===== config.mk =====
export PLATFORM = sky130hd
export DESIGN_NAME = cmp42_reduce
export DESIGN_NICKNAME = d
export VERILOG_FILES = /design/src/rtl/cmp42_pkg.sv /design/src/rtl/cmp42_cell.sv /design/src/rtl/cmp42_pack.sv /design/src/rtl/cmp42_reduce.sv
export SDC_FILE = /design/constraint.sdc
export NUM_CORES = 1
export LEC_CHECK = 0
export CAP_MARGIN = 10
export CORE_ASPECT_RATIO = 0.6
export CORE_MARGIN = 1.5
export CORE_UTILIZATION = 35
export DETAILED_ROUTE_END_ITERATION = 12
export GPL_TIMING_DRIVEN = 1
export PLACE_DENSITY = 0.95
export SLEW_MARGIN = 20
export SYNTH_ARGS = -nofsm -noshare
export SYNTH_HDL_FRONTEND = slang
export SYNTH_SLANG_ARGS = --single-unit

===== constraint.sdc =====
create_clock -name vclk -period 1.9
set_input_delay 0.38 -clock vclk [all_inputs]
set_output_delay 0.38 -clock vclk [all_outputs]
set_load 0.01 [all_outputs]

===== src/rtl/cmp42_pkg.sv =====
package cmp42_pkg;

  // Returns 1 when at least two of the three bits are set.
  function automatic logic maj3(input logic x, input logic y, input logic z);
    return (x & y) | (x & z) | (y & z);
  endfunction

  // Selects one of two bits with a select bit.
  function automatic logic pick(input logic sel, input logic when1, input logic when0);
    return sel ? when1 : when0;
  endfunction

  // Counts the ones among five bits. Used by the assertions.
  function automatic int ones5(input logic a, input logic b, input logic c,
                               input logic d, input logic e);
    return int'(a) + int'(b) + int'(c) + int'(d) + int'(e);
  endfunction

endpackage


===== src/rtl/cmp42_cell.sv =====
module cmp42_cell
  import cmp42_pkg::*;
(
  input  logic a,
  input  logic b,
  input  logic c,
  input  logic d,
  input  logic cin,
  output logic s,
  output logic cy,
  output logic co
);
  logic ab_x;   // XOR level 1
  logic cd_x;   // XOR level 1
  logic quad_x; // XOR level 2: parity of a, b, c, d

  always_comb begin
    ab_x   = a ^ b;
    cd_x   = c ^ d;
    quad_x = ab_x ^ cd_x;
    s      = quad_x ^ cin;              // XOR level 3
    co     = maj3(a, b, c);             // independent of cin
    cy     = pick(quad_x, cin, d);
  end

  always_comb begin

    cell_count_chk: assert (ones5(a, b, c, d, cin) == int'(s) + 2 * (int'(cy) + int'(co)))
      else $error("cell count mismatch");

    if (a & b & c) begin
      side_high_chk: assert (co) else $error("side carry should be 1");
    end

    if (!(a | b | c)) begin
      side_low_chk: assert (!co) else $error("side carry should be 0");
    end
  end

endmodule


===== src/rtl/cmp42_pack.sv =====
module cmp42_pack #(
  parameter int W = 16
) (
  input  logic [W-1:0] sbits_i,
  input  logic [W-1:0] cbits_i,
  input  logic         top_side_i,
  output logic [W+1:0] sum_o,
  output logic [W+1:0] carry_o
);
  always_comb begin
    sum_o   = {1'b0, top_side_i, sbits_i};
    carry_o = {1'b0, cbits_i, 1'b0};
  end
endmodule


===== src/rtl/cmp42_reduce.sv =====
module cmp42_reduce #(
  parameter int W = 16
) (
  input  logic [W-1:0] row0_i,
  input  logic [W-1:0] row1_i,
  input  logic [W-1:0] row2_i,
  input  logic [W-1:0] row3_i,
  output logic [W+1:0] sum_o,
  output logic [W+1:0] carry_o
);
  localparam int OW = W + 2;

  logic [W:0]   side_chain;
  logic [W-1:0] sbits;
  logic [W-1:0] cbits;

  assign side_chain[0] = 1'b0;

  for (genvar i = 0; i < W; i++) begin : g_cell
    cmp42_cell u_cell (
      .a   (row0_i[i]),
      .b   (row1_i[i]),
      .c   (row2_i[i]),
      .d   (row3_i[i]),
      .cin (side_chain[i]),
      .s   (sbits[i]),
      .cy  (cbits[i]),
      .co  (side_chain[i+1])
    );
  end

  cmp42_pack #(.W(W)) u_pack (
    .sbits_i    (sbits),
    .cbits_i    (cbits),
    .top_side_i (side_chain[W]),
    .sum_o      (sum_o),
    .carry_o    (carry_o)
  );

  logic [OW-1:0] in_total;
  logic [OW-1:0] out_total;

  always_comb begin
    in_total  = OW'(row0_i) + OW'(row1_i) + OW'(row2_i) + OW'(row3_i);
    out_total = sum_o + carry_o;

    row_total_chk: assert (in_total == out_total) else $error("row total changed");

    carry_lsb_chk: assert (!carry_o[0]) else $error("carry lsb set");

    sum_msb_chk: assert (!sum_o[OW-1]) else $error("sum msb set");
  end

endmodule


---- Yosys cells after proc, flatten, opt, wreduce, memory -nomap -nowiden ----
Cells that the tools add are included.
word-level totals
  memory bits (read-only) ................. 0
  memories ................................ 0
  word-level logic and storage cells ...... 159
  bits in registers ....................... 0
  input bits .............................. 64
  RAM bits ................................ 0
  output and inout port bits .............. 36
  latch bits .............................. 0
operators by class
  add/subtract/negate cells ............... 0
  multiply operators ...................... 0
  bitwise gates (word level) .............. 143
  divide/modulo/power cells ............... 0
  magnitude comparators ................... 0
  reduce and logical (&&, ||, !) cells .... 0
  eq/ne operators ......................... 0
  muxes and demuxes ....................... 16
  shift operators ......................... 0
operators by type and width
  cell         count
  $xor 1x1->1  63
  $and 1x1->1  48
  $or 1x1->1   32
  $mux 1       16

---- Depth between registers and ports, before layout ----
Gate-level depths: netlist of run 1.
  depth in word-level cells ............... 4
  gate-level depth with buffers ........... 5
  mapped depth without buffers ............ 4

---- Modules after synthesis ----
From an unflattened synthesis of run 1, not the netlist that was laid out.
unflattened totals
  cells, all modules ...................... 150
  area total of the unflattened synthesis .. 1258.7 sq um
by module, submodules not included
  module        instances  cells each  area each (sq um)  seq. area each (sq um)
  cmp42_cell    16         7           61.3               0.0
  cmp42_pack    1          37          274.0              0.0
  cmp42_reduce  1          1           3.8                0.0

---- Least setup slack after synthesis of run 1 ----
No wires, ideal clock.
  path kind ............................... input-to-output
  start ................................... input row0_i[9]
  end ..................................... output carry_o[10]
  path buffers ............................ 1
  setup slack ............................. 209 ps
  data required time ...................... 1520 ps
  arrival ................................. 1311 ps
  stages .................................. 4
  cell sequence ........................... ha_1 xor2_1 maj3_1 buf_4
between the ends
  cells in the longest elaborated chain, start to end .. 3
ends and longest elaborated chain
  what         line               source
  from (decl)  cmp42_reduce.sv:4  input logic [W-1:0] row0_i,
  $xor 1x1->1  cmp42_cell.sv:18   ab_x = a ^ b;
  $xor 1x1->1  cmp42_cell.sv:20   quad_x = ab_x ^ cd_x;
  $mux 1       cmp42_pkg.sv:10    return sel ? when1 : when0;
  to (decl)    cmp42_reduce.sv:9  output logic [W+1:0] carry_o
Every way passes these cells.

---- Final worst setup path of run 1 ----
  start ................................... input row2_i[0]
  end ..................................... output carry_o[2]
between the ends
  cells in the longest elaborated chain, start to end .. 4
  elaborated cells between the ends (all ways) .. 5
  classes of those cells .................. mux (1); bitwise (4)
ends and longest elaborated chain
  what          line               source
  from (decl)   cmp42_reduce.sv:6  input logic [W-1:0] row2_i,
  $and 1x1->1   cmp42_pkg.sv:5     return (x & y) | (x & z) | (y & z);
  $or 1x1->1    cmp42_pkg.sv:5
  $or 1x1->1 *  cmp42_pkg.sv:5
  $mux 1 *      cmp42_pkg.sv:10
Mark *: on every way between the ends. The rest lies on a longest branch, timed or not.

==> results of run 1 <==
==> report_power, final <==
group          internal, uW  total [uW]  switching, uW
logic                   466         883            417
clock network             0           0              0
registers                 0           0              0
==> cell usage after synthesis <==
library cell / count / area, sq um
nor2_1: 1 / 3.750
maj3_1: 15 / 150.1
o21ai_0: 16 / 80.08
nand2b_1: 16 / 100.1
ha_1: 16 / 200.2
buf_4: 36 / 270.3
inv_1: 1 / 3.750
xnor2_1: 32 / 280.3
conb_1: 1 / 3.750
xor2_1: 15 / 131.4
==> through the flow <==
| step | instance area, sq um | utilization, % | worst slack [ns] | hold WS [ns] |
|---|---|---|---|---|
| 6_report | 2195 | 66.44 | -0.003831 | 1.250 |
| 5_1_grt | 2195 | 66.44 | -0.02421 | 1.302 |
| 4_1_cts | 2191 | 66.33 | -0.03065 | 1.253 |
| 3_5_place_dp | 1988 | 60.19 | -0.7434 | 1.793 |
| 3_3_place_gp | 1988 | 60.19 | -0.7138 | 1.770 |
| 2_1_floorplan | 1231 | - | 0.2087 | 0.9492 |
==> cells in the final DEF, fill, tap and decap left out, drive strengths merged <==
cell,count
buf,44
clkbuf,17
clkdlybuf4s15,2
clkdlybuf4s50,18
conb,3
dlygate4sd2,16
ha,16
inv,1
maj3,15
nand2b,16
nor2,1
o21ai,16
xnor2,32
xor2,15
==> tightest hold or removal path: cells and delay by family <==
family | cells | cell delay (ns)
buffers and inverters | 2 | 0.24
xor gates and xnor gates | 1 | 0.07
AOI/OAI and AO/OA | 1 | 0.07
and+or+nand+nor | 1 | 0.11
==> path summary, 6_finish.rpt <==
check,start,endpoint,slack [ns]
worst max-delay path,row2_i[0],carry_o[2],-0.004
worst min-delay path,row1_i[6],sum_o[7],1.25
==> cell type report <==
cell class         instances  area (sq um)
fillers                  264          1109
inverters                  1         3.754
multi-input cells        114          1486
well taps                 45         56.30
repair buffers            97         648.1
==> per-layer routing <==
metal	vias up	GRT usage, %	wire length, um
li1	568	-	-
met1	566	20.48	1449
met2	59	37.89	1982
met3	4	2.243	279
met4	0	1.170	33
met5	-	0	0
==> logic make-up (layout without fill, tap and decap cells) <==
| family | Yosys count | after routing |
|---|---|---|
| AOI/OAI and AO/OA | 16 | 16 |
| other | 1 | 3 |
| and+or+nand+nor | 17 | 17 |
| buffers and inverters | 37 | 98 |
| adders and majority gates | 31 | 31 |
| xor gates and xnor gates | 47 | 47 |
==> repair_timing <==
item	4_1_cts	5_1_grt
resized for setup	262	45
setup buffers	0	0
setup endpoints to repair	33	32
pin swaps	53	37
==> metrics.log, run 1 <==
INFO  metric cap_violations = 0
INFO  metric grt_pass1_vias = 1206
INFO  metric synth_fa_ha_area_share = 28.63%
INFO  metric grt_antenna_before_repair = 0
INFO  metric final_total_pwr = 883.0 uW
INFO  metric critical_path.endpoint_type = output pin
INFO  metric fin_setup_tns = -0.003831 ns
INFO  metric cellPowerDensity = around 400 mW/mm^2
INFO  metric non_filler_instance_count_after_layout = 257
INFO  metric p_leak = between 0.0008 and 0.0009 uW
INFO  metric synth_top_family_by_area = XOR/XNOR gates
INFO  metric fin_nets = roughly 290
INFO  metric grt_use_total = between 10% and 20%
INFO  metric finalMaxSlewViolations = 0
INFO  metric number_of_logic_stages_on_the_critical_path_including_buffering = 5
INFO  metric cp.required = between 1.5 and 2 ns
INFO  metric violations = setup timing
INFO  metric status = finished with violations
INFO  metric yosys-mux-area-fraction = 0%
INFO  metric post_synthesis_cell_area = approximately 0.0012 sq mm
INFO  metric die_y = approximately 49 um
INFO  metric nClkBuffers = 0
INFO  metric finalWorstSetupSlack = -0.003831 ns
INFO  metric avgViaCountPerCell = approximately 4.7
INFO  metric globalplace.congestion = around 0.74
INFO  metric pin_count = 100
INFO  metric max-vdd-ir-drop = around 230 uV
INFO  metric mapped_avg_cell_area = roughly 8.2 sq um
INFO  metric timing.critical_path.buf_inv = 2
INFO  metric effective_utilization_at_floorplan = 37.05%
INFO  metric critical-path-top-delay-family = buffers and inverters
INFO  metric layout_min_cycle_time = roughly 1.9 ns
INFO  metric n_antenna_cell = 0
INFO  metric initialDrtViolationCount = 13
INFO  metric routed-via-count = 1197
INFO  metric post-dp-hpwl = 2694 um
INFO  metric critical-path-slowest-cell = clkdlybuf4s50_1
INFO  metric seq_cell_count = 0
INFO  metric placement.io_buffers = 97
INFO  metric post_synth_num_cell_types = 10
INFO  metric wl = around 3700 um
INFO  metric synth_compound_gate_area_share = between 6 and 7%
INFO  metric area_occupied_by_registers = 0 sq um
INFO  metric syn_inst = between 100 and 150
INFO  metric post-route-drc-count = 0
INFO  metric synth_sequential_area_ratio = 0%
INFO  metric worst-path-max-fanout = 2
INFO  metric grt_start_max_net_pins = 3
INFO  metric detailedRoute.firstPassIterationCount = 4
INFO  metric die_width = about 80 um
INFO  metric synth_simple_gate_area_share = between 8 and 9%
INFO  metric max_stage_delay = 0.47 ns
INFO  metric cp-start-kind = input port
INFO  metric fp-row-count = 16
INFO  metric whs_path_depth = 5
INFO  metric coreArea = 0.003303 sq mm
INFO  metric finalSetupViolations = 1
INFO  metric place.detailed.instances = roughly 260
INFO  metric worst_ep_arrival_time = ~1.5 ns
INFO  metric synth_warnings = 0
INFO  metric synth_xor_area_share = 33.64%
INFO  metric wire_per_inst = between 10 and 15 um
INFO  metric setup.worst_path.class = in2out
INFO  metric grt_pass1_wl = 5651 um
INFO  metric post_cts_hold_buffer_count = 0
INFO  metric timing.hold.worst.class = in2out
INFO  metric cp_cell_instances = clkdlybuf4s50_1, o21ai_2, nand2b_4, maj3_1, buf_2
INFO  metric grt-ovfl-total = 0
INFO  metric drive_gt1_share = approximately 52%
INFO  metric hold_viol_final = 0
INFO  metric fp.dieArea = between 0.003 and 0.004 sq mm
INFO  metric antenna_violating_nets_post_route = 0
INFO  metric areaGrowthSynthToFinish = 79.35%
INFO  metric fmaxAchievable = between 0.5 and 0.6 GHz
INFO  metric final_min_period_over_clock_period = 100.2%
No activity file was read; power rests on OpenSTA's default activity.
==> inputs of run 2 (changes only) <==
--- a/config.mk
+++ b/config.mk
@@ -11,8 +11,9 @@
 export CORE_UTILIZATION = 35
 export DETAILED_ROUTE_END_ITERATION = 12
 export GPL_TIMING_DRIVEN = 1
-export PLACE_DENSITY = 0.95
+export PLACE_DENSITY = 0.94
 export SLEW_MARGIN = 20
 export SYNTH_ARGS = -nofsm -noshare
 export SYNTH_HDL_FRONTEND = slang
+export SYNTH_HIERARCHICAL = 1
 export SYNTH_SLANG_ARGS = --single-unit
==> run 2 against run 1 <==
Net effect: the run still ends with setup timing left; worst hold slack better by 0.00085 ns; combinational power is 6.3% higher; largest cell class unchanged; synthesized cell count is 0.67% higher; maximum frequency is 0.12% higher.
==> metrics.log, run 2 <==
INFO  metric area_occupied_by_registers = 0 sq um
INFO  metric areaGrowthSynthToFinish = 91.35%
INFO  metric synth_warnings = 6
INFO  metric yosys.cell_count.top_type = buf_4
INFO  metric mapped_avg_cell_area = 8.391 sq um
INFO  metric grt_use_total = a little under a fifth
INFO  metric fillers = ~240
INFO  metric hold_viol_final = 0
INFO  metric grt-ovfl-total = 0
INFO  metric layout_commonest_cell = dlygate4sd2_1
INFO  metric synth_top_area_cell = xnor2_1
INFO  metric coreArea = between 0.003 and 0.004 sq mm
INFO  metric fin_nets = between 200 and 300
INFO  metric worst-path-max-fanout = 2
INFO  metric detailedRoute.firstPassIterationCount = 4
INFO  metric netlist_top_cells_area = xnor2_1 22%, buf_4 21%, ha_1 16%
INFO  metric synth_sequential_area_ratio = 0%
INFO  metric effective_utilization_at_floorplan = between 30% and 40%
INFO  metric layout_min_cycle_time = about 1.9 ns
INFO  metric synthTopCellsByCount = 36 x buf_4, 32 x xnor2_1
INFO  metric finalWorstSetupSlack = -0.001474 ns
INFO  metric violations = setup timing
INFO  metric avgViaCountPerCell = between 4 and 5
INFO  metric cap_violations = 0
INFO  metric grt_pass1_vias = between 1000 and 1500
INFO  metric finalSetupViolations = 2
INFO  metric routed-via-count = roughly 1200
INFO  metric final_total_pwr = roughly 940 uW
INFO  metric grt_antenna_before_repair = 0
INFO  metric pin_count = 100
INFO  metric timing.hold.worst.class = in2out
INFO  metric initialDrtViolationCount = 18
INFO  metric worst_ep_arrival_time = around 1.5 ns
INFO  metric p_leak = 0.0009842 uW
INFO  metric die_y = approximately 49 um
INFO  metric status = finished with violations
INFO  metric placement.io_buffers = 97
INFO  metric fp-row-count = 16
INFO  metric non_filler_instance_count_after_layout = ~260
INFO  metric syn_inst = 150
INFO  metric place.detailed.instances = about 260
INFO  metric final_min_period_over_clock_period = 100.1%
INFO  metric wl = approximately 4500 um
INFO  metric post_synth_num_cell_types = 8
INFO  metric drive_gt1_share = a little under three fifths
INFO  metric most-common-layout-cells = 25 x dlygate4sd2_1, 23 x xnor2_1, 19 x buf_2
INFO  metric critical_path.endpoint_type = output pin
INFO  metric setup_repair_after_global_routing_missed_its_margin = yes
INFO  metric finalMaxSlewViolations = 0
INFO  metric post-dp-hpwl = 2649 um
INFO  metric antenna_violating_nets_post_route = 0
INFO  metric post-route-drc-count = 0
INFO  metric grt_pass1_wl = around 5800 um
INFO  metric die_width = 80.42 um
INFO  metric max-vdd-ir-drop = 244.9 uV
INFO  metric seq_cell_count = 0
INFO  metric nClkBuffers = 0
INFO  metric wire_per_inst = roughly 17 um
INFO  metric fmaxAchievable = ~0.53 GHz
INFO  metric grt_start_max_net_pins = 3
INFO  metric setup.worst_path.class = in2out
INFO  metric dpl_worst_slack = -0.7226 ns
INFO  metric fp.dieArea = about 0.004 sq mm
INFO  metric synth_top_area_share = between 20 and 25%
INFO  metric post_synthesis_cell_area = between 0.001 and 0.0015 sq mm
INFO  metric cp.required = roughly 1.5 ns
INFO  metric cellPowerDensity = between 300 and 400 mW/mm^2
INFO  metric globalplace.congestion = 0.6502
INFO  metric n_antenna_cell = 0
INFO  metric cp-start-kind = input port
## run 2: worst max-delay path, stage by stage
cell and delay (ns):
clkdlybuf4s15_1 0.26, ha_4 0.26, xor2_2 0.16, maj3_2 0.32
buf_2 0.15
## run 2: through the flow
stage / utilization [%] / area [sq um] / hold WS, ns / TNS, ns
after detailed placement: 60.63 / 2027 / 1.804 / -19.51
after global routing: 72.04 / 2409 / 1.279 / -0.1065
after floorplan: - / 1270 / 0.9752 / 0
final: 72.04 / 2409 / 1.251 / -0.002167
after CTS: 68.30 / 2283 / 1.366 / -0.1519
after global placement: 60.63 / 2027 / 1.803 / -18.52
## run 2: final cells by class
class	instances	area (sq um)	share of cell area [%]
multi-input combinational	117	1545	64.16
tap	45	56.30	2.338
timing repair buffer	99	807.0	33.51
## run 2: logic make-up after synthesis
family | share of synthesized area [%]
other cells | 0.5966
xor+xnor | 33.40
fa+ha+maj | 30.22
simple gates | 7.953
compound gates | 6.362
buf+inv | 21.47
## run 2: path summary, 6_finish.rpt
path / slack, ns / startpoint / endpoint / depth (start not counted)
worst min-delay path: 1.25 / row2_i[0] / sum_o[0] / 4
worst max-delay path: -0.001 / row0_i[3] / carry_o[4] / 5
## run 2: power by group
| part | switching, uW | internal (uW) | leakage, uW |
|---|---|---|---|
| registers | 0 | 0 | 0 |
| clock network | 0 | 0 | 0 |
| logic | 434 | 505 | 0.000984 |
## run 2: metal layers
| metal | routed length, um | vias up | track usage, % |
|---|---|---|---|
| met3 | 520 | 2 | 5.926 |
| met2 | 2397 | 83 | 39.64 |
| li1 | - | 578 | - |
| met4 | 35 | 0 | 0 |
| met5 | 0 | - | 0 |
| met1 | 1584 | 586 | 17.54 |
## run 2: repair_timing
action | 4_1_cts | 5_1_grt
setup buffers | 2 | 0
hold buffers | 0 | 0
pin swaps | 50 | 9
resized for setup | 226 | 70
endpoints found under the setup margin | 33 | 26
cloned | 0 | 0
